--- src/rtl/bootclk_pkg.sv ---
package bootclk_pkg;

  typedef enum logic [2:0] {
    CFG_NOMOD, CFG_PLL_A, CFG_PLL_B, CFG_PLL_C, CFG_PAS_A, CFG_PAS_B, CFG_PAS_C
  } cfg_e;

  typedef enum logic [2:0] {
    ST_IDLE, ST_PICK, ST_WREF, ST_LOAD, ST_WSPI, ST_WLOCK, ST_DONE
  } st_e;

  localparam int unsigned STEPS   = 6;
  localparam int unsigned INSTR_W = 16;
  localparam int unsigned DATA_W  = 8;
  localparam int unsigned FRAME_W = INSTR_W + DATA_W;

  typedef struct packed {
    logic               vld;
    logic               to_rref;
    logic [INSTR_W-1:0] instr;
    logic [DATA_W-1:0]  data;
  } wr_t;

  // Placeholder write table: every step is either used or skipped by a configuration
  function automatic wr_t rom_entry(cfg_e c, logic [2:0] step);
    wr_t  w;
    logic pll_m;
    logic onboard;
    pll_m   = (c == CFG_PLL_A) || (c == CFG_PLL_B) || (c == CFG_PLL_C);
    onboard = (c == CFG_NOMOD) || (c == CFG_PAS_A);
    w = '0;
    case (step)
      3'd0: begin
        w.vld = (c == CFG_PLL_A); w.to_rref = 1'b1;
        w.instr = 16'h004B; w.data = 8'h07;
      end
      3'd1: begin
        w.vld = pll_m; w.instr = 16'h0050;
        w.data = (c == CFG_PLL_C) ? 8'h50 : 8'h0A;
      end
      3'd2: begin
        w.vld = 1'b1; w.instr = 16'h0045;
        w.data = onboard ? 8'h02 : 8'h01;
      end
      3'd3: begin w.vld = 1'b1; w.instr = 16'h003D; w.data = 8'h08; end
      3'd4: begin w.vld = 1'b1; w.instr = 16'h004A; w.data = 8'h80; end
      3'd5: begin w.vld = 1'b1; w.instr = 16'h005A; w.data = 8'h01; end
      default: w = '0;
    endcase
    return w;
  endfunction

endpackage

--- src/rtl/bootclk_sync.sv ---
module bootclk_sync #(
  parameter int unsigned W      = 1,
  parameter int unsigned STAGES = 2
) (
  input  logic         clk,
  input  logic         rst_n,
  input  logic [W-1:0] d,
  output logic [W-1:0] q
);
  logic [W-1:0] stg_q [STAGES];

  always_ff @(posedge clk or negedge rst_n) begin
    if (!rst_n) begin
      for (int i = 0; i < STAGES; i++) stg_q[i] <= '0;
    end else begin
      stg_q[0] <= d;
      for (int i = 1; i < STAGES; i++) stg_q[i] <= stg_q[i-1];
    end
  end

  assign q = stg_q[STAGES-1];
endmodule

--- src/rtl/bootclk_refdet.sv ---
module bootclk_refdet #(
  parameter int unsigned EDGES  = 8,
  parameter int unsigned WINDOW = 256
) (
  input  logic clk,
  input  logic rst_n,
  input  logic ref_in,
  output logic toggling
);
  localparam int unsigned EW = $clog2(EDGES + 1);
  localparam int unsigned WW = $clog2(WINDOW);

  logic [2:0]    smp_q;
  logic [WW-1:0] win_q, win_n;
  logic [EW-1:0] edg_q, edg_n;
  logic          tog_q, tog_n;
  logic          rise;
  logic          win_end;

  assign rise    = smp_q[1] & ~smp_q[2];
  assign win_end = (win_q == WW'(WINDOW - 1));

  always_comb begin
    win_n = win_q;
    edg_n = edg_q;
    tog_n = tog_q;
    if (!tog_q) begin
      win_n = win_end ? '0 : win_q + 1'b1;
      if (rise) edg_n = edg_q + 1'b1;
      if (rise && (edg_q == EW'(EDGES - 1))) tog_n = 1'b1;
      else if (win_end) edg_n = '0;
    end
  end

  always_ff @(posedge clk or negedge rst_n) begin
    if (!rst_n) begin
      smp_q <= '0;
      win_q <= '0;
      edg_q <= '0;
      tog_q <= 1'b0;
    end else begin
      smp_q <= {smp_q[1:0], ref_in};
      win_q <= win_n;
      edg_q <= edg_n;
      tog_q <= tog_n;
    end
  end

  assign toggling = tog_q;
endmodule

--- src/rtl/bootclk_spi_tx.sv ---
module bootclk_spi_tx #(
  parameter int unsigned FRAME = 24,
  parameter int unsigned DIV   = 8
) (
  input  logic             clk,
  input  logic             rst_n,
  input  logic             start,
  input  logic             to_rref,
  input  logic [FRAME-1:0] frame,
  output logic             sclk,
  output logic             samp_cs_n,
  output logic             samp_mosi,
  output logic             rref_cs_n,
  output logic             rref_mosi,
  output logic             done
);
  localparam int unsigned DW = $clog2(DIV);
  localparam int unsigned BW = $clog2(FRAME);

  logic             busy_q, busy_n;
  logic             tgt_q, tgt_n;
  logic [FRAME-1:0] sh_q, sh_n;
  logic [BW-1:0]    bit_q, bit_n;
  logic [DW-1:0]    div_q, div_n;
  logic             done_q, done_n;

  always_comb begin
    busy_n = busy_q;
    tgt_n  = tgt_q;
    sh_n   = sh_q;
    bit_n  = bit_q;
    div_n  = div_q;
    done_n = 1'b0;
    if (!busy_q) begin
      if (start) begin
        busy_n = 1'b1;
        tgt_n  = to_rref;
        sh_n   = frame;
        bit_n  = '0;
        div_n  = '0;
      end
    end else begin
      div_n = div_q + 1'b1;
      if (div_q == DW'(DIV - 1)) begin
        div_n = '0;
        if (bit_q == BW'(FRAME - 1)) begin
          busy_n = 1'b0;
          done_n = 1'b1;
        end else begin
          bit_n = bit_q + 1'b1;
          sh_n  = {sh_q[FRAME-2:0], 1'b0};
        end
      end
    end
  end

  always_ff @(posedge clk or negedge rst_n) begin
    if (!rst_n) begin
      busy_q <= 1'b0;
      tgt_q  <= 1'b0;
      sh_q   <= '0;
      bit_q  <= '0;
      div_q  <= '0;
      done_q <= 1'b0;
    end else begin
      busy_q <= busy_n;
      tgt_q  <= tgt_n;
      sh_q   <= sh_n;
      bit_q  <= bit_n;
      div_q  <= div_n;
      done_q <= done_n;
    end
  end

  assign sclk      = busy_q & div_q[DW-1];
  assign samp_cs_n = ~(busy_q & ~tgt_q);
  assign rref_cs_n = ~(busy_q & tgt_q);
  assign samp_mosi = busy_q & ~tgt_q & sh_q[FRAME-1];
  assign rref_mosi = busy_q & tgt_q & sh_q[FRAME-1];
  assign done      = done_q;
endmodule

--- src/rtl/bootclk_seq.sv ---
module bootclk_seq
  import bootclk_pkg::*;
#(
  parameter int unsigned SPI_DIV    = 8,
  parameter int unsigned REF_EDGES  = 8,
  parameter int unsigned REF_WINDOW = 256
) (
  input  logic       aux_clk,
  input  logic       aux_rst_n,
  input  logic       aux_clk_ok,
  input  logic       pllmod_fitted,
  input  logic       inmod_fitted,
  input  logic [1:0] mod_sw,
  input  logic       pll_ref_clk,
  input  logic       pll_locked,
  output logic       spi_sclk,
  output logic       samp_cs_n,
  output logic       samp_mosi,
  output logic       rref_cs_n,
  output logic       rref_mosi,
  output logic       clocks_invalid
);
  localparam logic [2:0] LAST_STEP = 3'(STEPS - 1);

  logic [1:0] rs_q;
  logic       rst_n_s;
  logic [5:0] in_s;
  logic       ok_s, pllmod_s, inmod_s, lock_s;
  logic [1:0] sw_s;
  logic       ref_ok;

  st_e        st_q, st_n;
  cfg_e       cfg_q, cfg_n;
  logic       wlock_q, wl_n;
  logic [2:0] step_q, step_n;
  logic       inv_q, inv_n;
  logic       spi_go, spi_done;
  wr_t        ent;
  logic       last;

  // reset asserts at once, releases on the auxiliary clock
  always_ff @(posedge aux_clk or negedge aux_rst_n) begin
    if (!aux_rst_n) rs_q <= 2'b00;
    else            rs_q <= {rs_q[0], 1'b1};
  end
  assign rst_n_s = rs_q[1];

  bootclk_sync #(.W(6), .STAGES(2)) in_sync_i (
    .clk  (aux_clk),
    .rst_n(rst_n_s),
    .d    ({aux_clk_ok, pllmod_fitted, inmod_fitted, mod_sw, pll_locked}),
    .q    (in_s)
  );
  assign {ok_s, pllmod_s, inmod_s, sw_s, lock_s} = in_s;

  bootclk_refdet #(.EDGES(REF_EDGES), .WINDOW(REF_WINDOW)) refdet_i (
    .clk     (aux_clk),
    .rst_n   (rst_n_s),
    .ref_in  (pll_ref_clk),
    .toggling(ref_ok)
  );

  bootclk_spi_tx #(.FRAME(FRAME_W), .DIV(SPI_DIV)) spi_i (
    .clk      (aux_clk),
    .rst_n    (rst_n_s),
    .start    (spi_go),
    .to_rref  (ent.to_rref),
    .frame    ({ent.instr, ent.data}),
    .sclk     (spi_sclk),
    .samp_cs_n(samp_cs_n),
    .samp_mosi(samp_mosi),
    .rref_cs_n(rref_cs_n),
    .rref_mosi(rref_mosi),
    .done     (spi_done)
  );

  assign ent  = rom_entry(cfg_q, step_q);
  assign last = (step_q == LAST_STEP);

  always_comb begin
    st_n   = st_q;
    cfg_n  = cfg_q;
    wl_n   = wlock_q;
    step_n = step_q;
    inv_n  = inv_q;
    spi_go = 1'b0;
    case (st_q)
      ST_IDLE: if (ok_s) st_n = ST_PICK;
      ST_PICK: begin
        step_n = '0;
        if (inmod_s) begin
          wl_n = 1'b0;
          st_n = ST_LOAD;
          case (sw_s)
            2'b01:   cfg_n = CFG_PAS_A;
            2'b10:   cfg_n = CFG_PAS_B;
            2'b11:   cfg_n = CFG_PAS_C;
            default: cfg_n = CFG_NOMOD;
          endcase
        end else if (pllmod_s && (sw_s != 2'b00)) begin
          wl_n = 1'b1;
          st_n = ST_WREF;
          case (sw_s)
            2'b01:   cfg_n = CFG_PLL_A;
            2'b10:   cfg_n = CFG_PLL_B;
            default: cfg_n = CFG_PLL_C;
          endcase
        end else begin
          wl_n  = 1'b0;
          cfg_n = CFG_NOMOD;
          st_n  = ST_LOAD;
        end
      end
      ST_WREF: if (ref_ok) st_n = ST_LOAD;
      ST_LOAD: begin
        if (ent.vld) begin
          spi_go = 1'b1;
          st_n   = ST_WSPI;
        end else if (last) begin
          st_n = wlock_q ? ST_WLOCK : ST_DONE;
        end else begin
          step_n = step_q + 1'b1;
        end
      end
      ST_WSPI: begin
        if (spi_done) begin
          if (last) begin
            st_n = wlock_q ? ST_WLOCK : ST_DONE;
          end else begin
            step_n = step_q + 1'b1;
            st_n   = ST_LOAD;
          end
        end
      end
      ST_WLOCK: if (lock_s) st_n = ST_DONE;
      ST_DONE:  st_n = ST_DONE;
      default:  st_n = ST_IDLE;
    endcase
    if (st_n == ST_DONE) inv_n = 1'b0;
  end

  always_ff @(posedge aux_clk or negedge rst_n_s) begin
    if (!rst_n_s) begin
      st_q    <= ST_IDLE;
      cfg_q   <= CFG_NOMOD;
      wlock_q <= 1'b0;
      step_q  <= '0;
      inv_q   <= 1'b1;
    end else begin
      st_q    <= st_n;
      cfg_q   <= cfg_n;
      wlock_q <= wl_n;
      step_q  <= step_n;
      inv_q   <= inv_n;
    end
  end

  assign clocks_invalid = inv_q;
endmodule

--- config.mk ---
export PLATFORM = sky130hd
export DESIGN_NAME = bootclk_seq
export DESIGN_NICKNAME = d
export VERILOG_FILES = /design/src/rtl/bootclk_pkg.sv /design/src/rtl/bootclk_sync.sv /design/src/rtl/bootclk_refdet.sv /design/src/rtl/bootclk_spi_tx.sv /design/src/rtl/bootclk_seq.sv
export SDC_FILE = /design/constraint.sdc
export NUM_CORES = 1
export LEC_CHECK = 0
export ABC_AREA = 0
export ABC_CLOCK_PERIOD_IN_PS = 2400
export BUFFER_PORTS_ARGS = -buffer_cell sky130_fd_sc_hd__clkbuf_2
export CORE_AREA = 2 2 82 84
export DETAILED_ROUTE_END_ITERATION = 10
export DIE_AREA = 0 0 84 86
export PLACE_DENSITY_LB_ADDON = 0.12
export SYNTH_ARGS = -nofsm -noshare
export SYNTH_HDL_FRONTEND = slang
export SYNTH_SLANG_ARGS = --single-unit
--- constraint.sdc ---
create_clock -name aux_clk -period 2.4 [get_ports aux_clk]
set_input_delay 0.36 -clock aux_clk [delete_from_list [all_inputs] [get_ports aux_clk]]
set_output_delay 0.36 -clock aux_clk [all_outputs]
set_load 0.1 [all_outputs]
Word-level counts from Yosys, hierarchy flattened
Cells that the tools add are included.

storage, ports and cells
  bits in registers = 76
  bits of input ports = 9
  logic and storage cells = 128

operators by class
  add/subtract/negate cells = 5
  equal/unequal tests = 27
  muxes and demuxes = 52
  bitwise operators = 11
  reductions and logical operators = 15

operators with widths
  operator                                              number
  two-way mux 24 bit                                    4
  one-hot mux 15 bit (6 select lines)                   1
  two-way mux 3 bit                                     15
  equality test 3 bit (second input constant)           8
  one-hot mux 3 bit (7 select lines)                    1
  two-way mux 5 bit                                     4
  equality test 3 x 2 -> 1 bit (second input constant)  6
  one-hot mux 3 bit (3 select lines)                    2
  two-way mux 1 bit                                     16
  two-way mux 4 bit                                     3
  equality test 3 x 1 -> 1 bit (second input constant)  3
  zero test 3 bit                                       3
  adder 8 x 1 -> 8 bit (second input constant)          1
  equality test 8 bit (second input constant)           1
  two-way mux 8 bit                                     1
  two-way mux 7 bit                                     1
  adder 3 x 1 -> 3 bit (second input constant)          2
  bitwise AND 1 bit                                     6
  inequality test 2 bit (second input constant)         3
  AND reduction 3 bit                                   2
  adder 5 x 1 -> 5 bit (second input constant)          1
  equality test 5 bit (second input constant)           1
  NOT 1 bit                                             5
  adder 4 x 1 -> 4 bit (second input constant)          1
  13 further kinds                                      19

Longest topological paths before layout
  word-level depth = 8
  gate-level depth with buffers = 10
  gate-level depth less buffers = 8

Modules after synthesis
Synthesis repeated with hierarchy kept, for this count alone.

unflattened totals
  cells, all modules = 347
  area total of the unflattened synthesis = 3697.3 um2

by module, submodules not included
  module          times used  cells an instance  area an instance (um2)  seq. area each (um2)
  bootclk_spi_tx  1           153                1646.6                  875.8
  bootclk_seq     1           109                949.7                   326.6
  bootclk_refdet  1           67                 755.7                   400.4
  bootclk_sync    1           18                 345.3                   300.3

Least setup slack after synthesis
Ideal clock, no wire load.

  path type = register to output
  start point = register spi_i.busy_q
  end point = output samp_mosi
  data arrival time = 2.116 ns
  required time = 2.040 ns
  slack = -0.076 ns
  cell stages (with the launch flop) = 5
  cells stage by stage = dfrtp_1 -> buf_2 -> clkbuf_1 -> nand2_1 -> nor2_1

on the way
  cells in the longest elaborated chain, start to end = 2

RTL lines
  what                            RTL line              source
  from (decl)                     bootclk_spi_tx.sv:20  logic busy_q, busy_n;
  from (signal assigned)          bootclk_spi_tx.sv:66  busy_q <= busy_n;
  bitwise AND 1 bit (2 in a row)  bootclk_spi_tx.sv:78  assign samp_mosi = busy_q & ~tgt_q & sh_q[FRAME-1];
  to (decl)                       bootclk_seq.sv:18     output logic samp_mosi,

No other way between the ends.

Final worst setup path
  start point = register step_q[2]
  end point = register step_q[1]

on the way
  cells in the longest elaborated chain, start to end = 5
  elaborated cells between the ends (all ways) = 14
  classes of those cells = eq/ne: 6; mux: 5; reduce/logical: 3

RTL lines
  what                                         RTL line                              source
  from (decl)                                  bootclk_seq.sv:35                     logic [2:0] step_q, step_n;
  from (signal assigned)                       bootclk_seq.sv:153                    step_q <= step_n;
  equality test 3 bit (tied with other cells)  bootclk_pkg.sv:31, bootclk_seq.sv:78
  OR reduction 4 bit (no source line)          -
  one-hot mux 1 bit (3 select lines)           bootclk_pkg.sv:31                     case (step)
  inequality test 2 bit (no source line)       -
  AND reduction 3 bit (no source line)         -

Several ways; a longest one is shown, not always the timed one. The select of a mux whose other input is x is not followed.
A chain may end at the register's enable or synchronous reset.

==> metrics.cfg <==
[min_path]
hold_depth=1
hold_path_end=in_sync_i.stg_q[11]
worstHoldStart=aux_clk_ok
hold_class=input port to register

[setup_path]
crit_path_end_kind=register
r2r_setup_slack_ns=0.26
timing.rr.end=step_q[1]
r2r_cells=7
cp-startpoint=step_q[2]
cp_cell_sequence=inv_1, ha_1, and3b_1, nand2_2, o32a_2, nor2_4, mux2_4
cp_slowest_cell=dfrtp_1
worstPathArrival_ns=2.37
crit_fanout=11
cpPeakStageDelay_ns=0.52
path_depth=7
critical_path_class=register to register
path_buf_inv=1
start_kind=register
worstPathRequired_ns=2.63
critPathTopFamily=flip-flops
timing.rr.start=step_q[2]

[synthesis]
synthXorXnorAreaFrac_pct=2.60
avgSynthCellArea_sq_um=10.6
yosysMostFrequentCell=dfrtp_1
synth_common_cells=dfrtp_1, nand2_1, o21ai_0
ys_ff_latch=76
yosysTopAreaCellShare_pct=55.8
seq_area_frac_synth_pct=56.6
syn_area_sq_um=3360
synth-compound-area-share_pct=16.4
yosys.area.top_type=dfrtp_1
ys.flop_type=dfrtp_1
yosysUniqueCellTypes=50
synth.area.top_cells=dfrtp_1, o21ai_0, nand2_1
synthAdderAreaFrac_pct=3.72
async_flop_share_pct=100
muxShareOfSynthArea_pct=2.60
synth_top_family_by_area=compound AO/OA/AOI/OAI gates
synth.net_count=335
synthCells=316
synth-simple-area-share_pct=14.7
synth_edf_count=0
yosysWarningCount=0

[cts]
cts_tree=done
post_cts_resized=0
path_clk_slew_ns=0.08
clk_latency_ns=0.34
clk_path_buf_depth=2
cts.sinks=76
h-tree-depth=3
cts_root_buffer=clkbuf_8
cts_made_buffers=9

[die]
ios=15
die_y_um=86
dieWidth_um=84
num_rows=29
start_util_pct=53.6
coreArea_sq_um=6280
die_area_sq_um=7220

[job]
cap_violations=0

[drt]
drt_iter0_drc=93
totalWireLength_mm=5.53
wl_per_cell_um=13.4
postRouteAntennaNets=0
viasPerCell=5.47
dr.pass1.iters=4
drc=0
vias=2263

[pwr]
vdd_drop_max_uv=860
p_total_mw=4.76
leakagePower_nw=1.71
p_per_area_nw_per_um2=1280

[place]
dp_hpwl_mm=3.72
gp_congestion=0.821
portBuffers=14

[timing]
setup_viol=0
tightest_slew_ns=0.903
rsz0062_at_grt=no
layout_min_cycle_time_ns=2.14
hold_viol=0
fmaxAchievable_mhz=466
finalSetupTns_ns=0
fin_crit_sh_pct=89.4
drv_slew=0
finalClockSkew_ns=0.00919
maxSlewHeadroom_pct=39.8

[status]
status=finished clean

[grt]
grt_pass1_wl_mm=10.1
antenna_found_initial=0
gr-usage-all-layers_pct=17.6
first_global_vias=2220
grt_overflow_total=0
grt_max_degree=75

[cells_and_area]
drive_gt1_share_pct=13.4
layout.nets=351
antennaDiodeCount=0
area_delta_synth_final_pct=10.6

## power breakdown
| group | switching [mW] | leakage [nW] | internal [mW] |
|---|---|---|---|
| registers | 0.374 | 0.956 | 1.65 |
| logic | 1.09 | 0.647 | 0.671 |
| clock network | 0.435 | 0.104 | 0.540 |
## cell families (layout without fill, tap and decap cells)
family,after synthesis,in the layout
xor gates and xnor gates,10,10
DFF,76,76
AOI/OAI and AO/OA,85,85
buffers and inverters,23,44
muxes,8,8
and+or+nand+nor,103,103
other,1,1
adders and majority gates,10,10
## flip-flops by register name, summed over array words and instances, names as in the netlist
| name | cells |
|---|---|
| in_sync_i.stg_q | 6 |
| cfg_q | 3 |
| in_sync_i.q | 6 |
| wlock_q | 1 |
| spi_i.div_q | 3 |
| spi_i.done | 1 |
| step_q | 3 |
| clocks_invalid | 1 |
| refdet_i.win_q | 8 |
| refdet_i.smp_q | 3 |
| spi_i.bit_q | 5 |
| rs_q | 2 |
| refdet_i.toggling | 1 |
| spi_i.sh_q | 24 |
| st_q | 3 |
| refdet_i.edg_q | 4 |
| spi_i.busy_q | 1 |
| spi_i.tgt_q | 1 |
## routing by layer
metal / vias to the layer above / part of all wire, % / track usage, % / wire (um)
li1: 1134 / - / - / -
met4: 0 / 2.4 / 9.24 / 130
met2: 35 / 45 / 27.1 / 2500
met1: 1081 / 49 / 23.7 / 2730
met3: 13 / 3.1 / 3.75 / 169
met5: - / 0 / 0 / 0
## stage by stage
stage                     instances  area [sq um]  hold slack [ns]  worst slack, ns  utilization [%]
after detailed placement        397          3510            0.146            0.305             55.9
after global placement          397          3510            0.146            0.378             55.9
after CTS                       414          3720            0.107            0.281             59.2
final                           414          3720            0.119            0.255             59.2
after floorplan                 316          3370           0.0644            0.128                -
after global routing            414          3720           0.0973            0.116             59.2
## how the worst max path moves through the flow
stage                     end  slack (ns)
floorplan            cfg_q[0]        0.13
global placement    step_q[1]        0.38
detailed placement  step_q[1]        0.31
CTS                 step_q[1]        0.28
global route        step_q[1]        0.12
finish              step_q[1]        0.26
## what timing repair did
action | CTS | global route
hold endpoints to repair | 2 | 0
buffers inserted | 0 | 0
hold buffers | 1 | 0
## area by class of cell
class	count	area, sq um
clock buffers	13	159
inverters	10	37.5
flip-flops and latches	76	1910
multi-input cells	217	1350
repair buffers	18	123
clock inverters	3	43.8
fillers	531	2560
well taps	77	96.3
## cell usage in the layout (no fill, tap or decap), types with 2 or more instances in the layout
| cell | n |
|---|---|
| dfrtp_1 | 74 |
| nand2_1 | 38 |
| o21ai_0 | 30 |
| nor2_1 | 27 |
| a21oi_1 | 20 |
| a22o_1 | 15 |
| clkbuf_8 | 11 |
| clkbuf_2 | 11 |
| inv_1 | 10 |
| ha_1 | 10 |
| xnor2_1 | 7 |
| nand2b_1 | 6 |
| mux2i_1 | 5 |
| buf_4 | 5 |
| nand3_1 | 4 |
| nand4_1 | 4 |
| nor3_1 | 4 |
| nor2b_1 | 3 |
| o31ai_1 | 3 |
| and3_1 | 3 |
| xor2_1 | 3 |
| o21bai_1 | 2 |
| nand4b_1 | 2 |
| and4b_1 | 2 |
| mux2_2 | 2 |
| nand3b_1 | 2 |
| a31o_2 | 2 |
| a22oi_1 | 2 |
| o2bb2ai_1 | 2 |
| clkbuf_1 | 2 |
No activity file was read; power rests on OpenSTA's default activity.
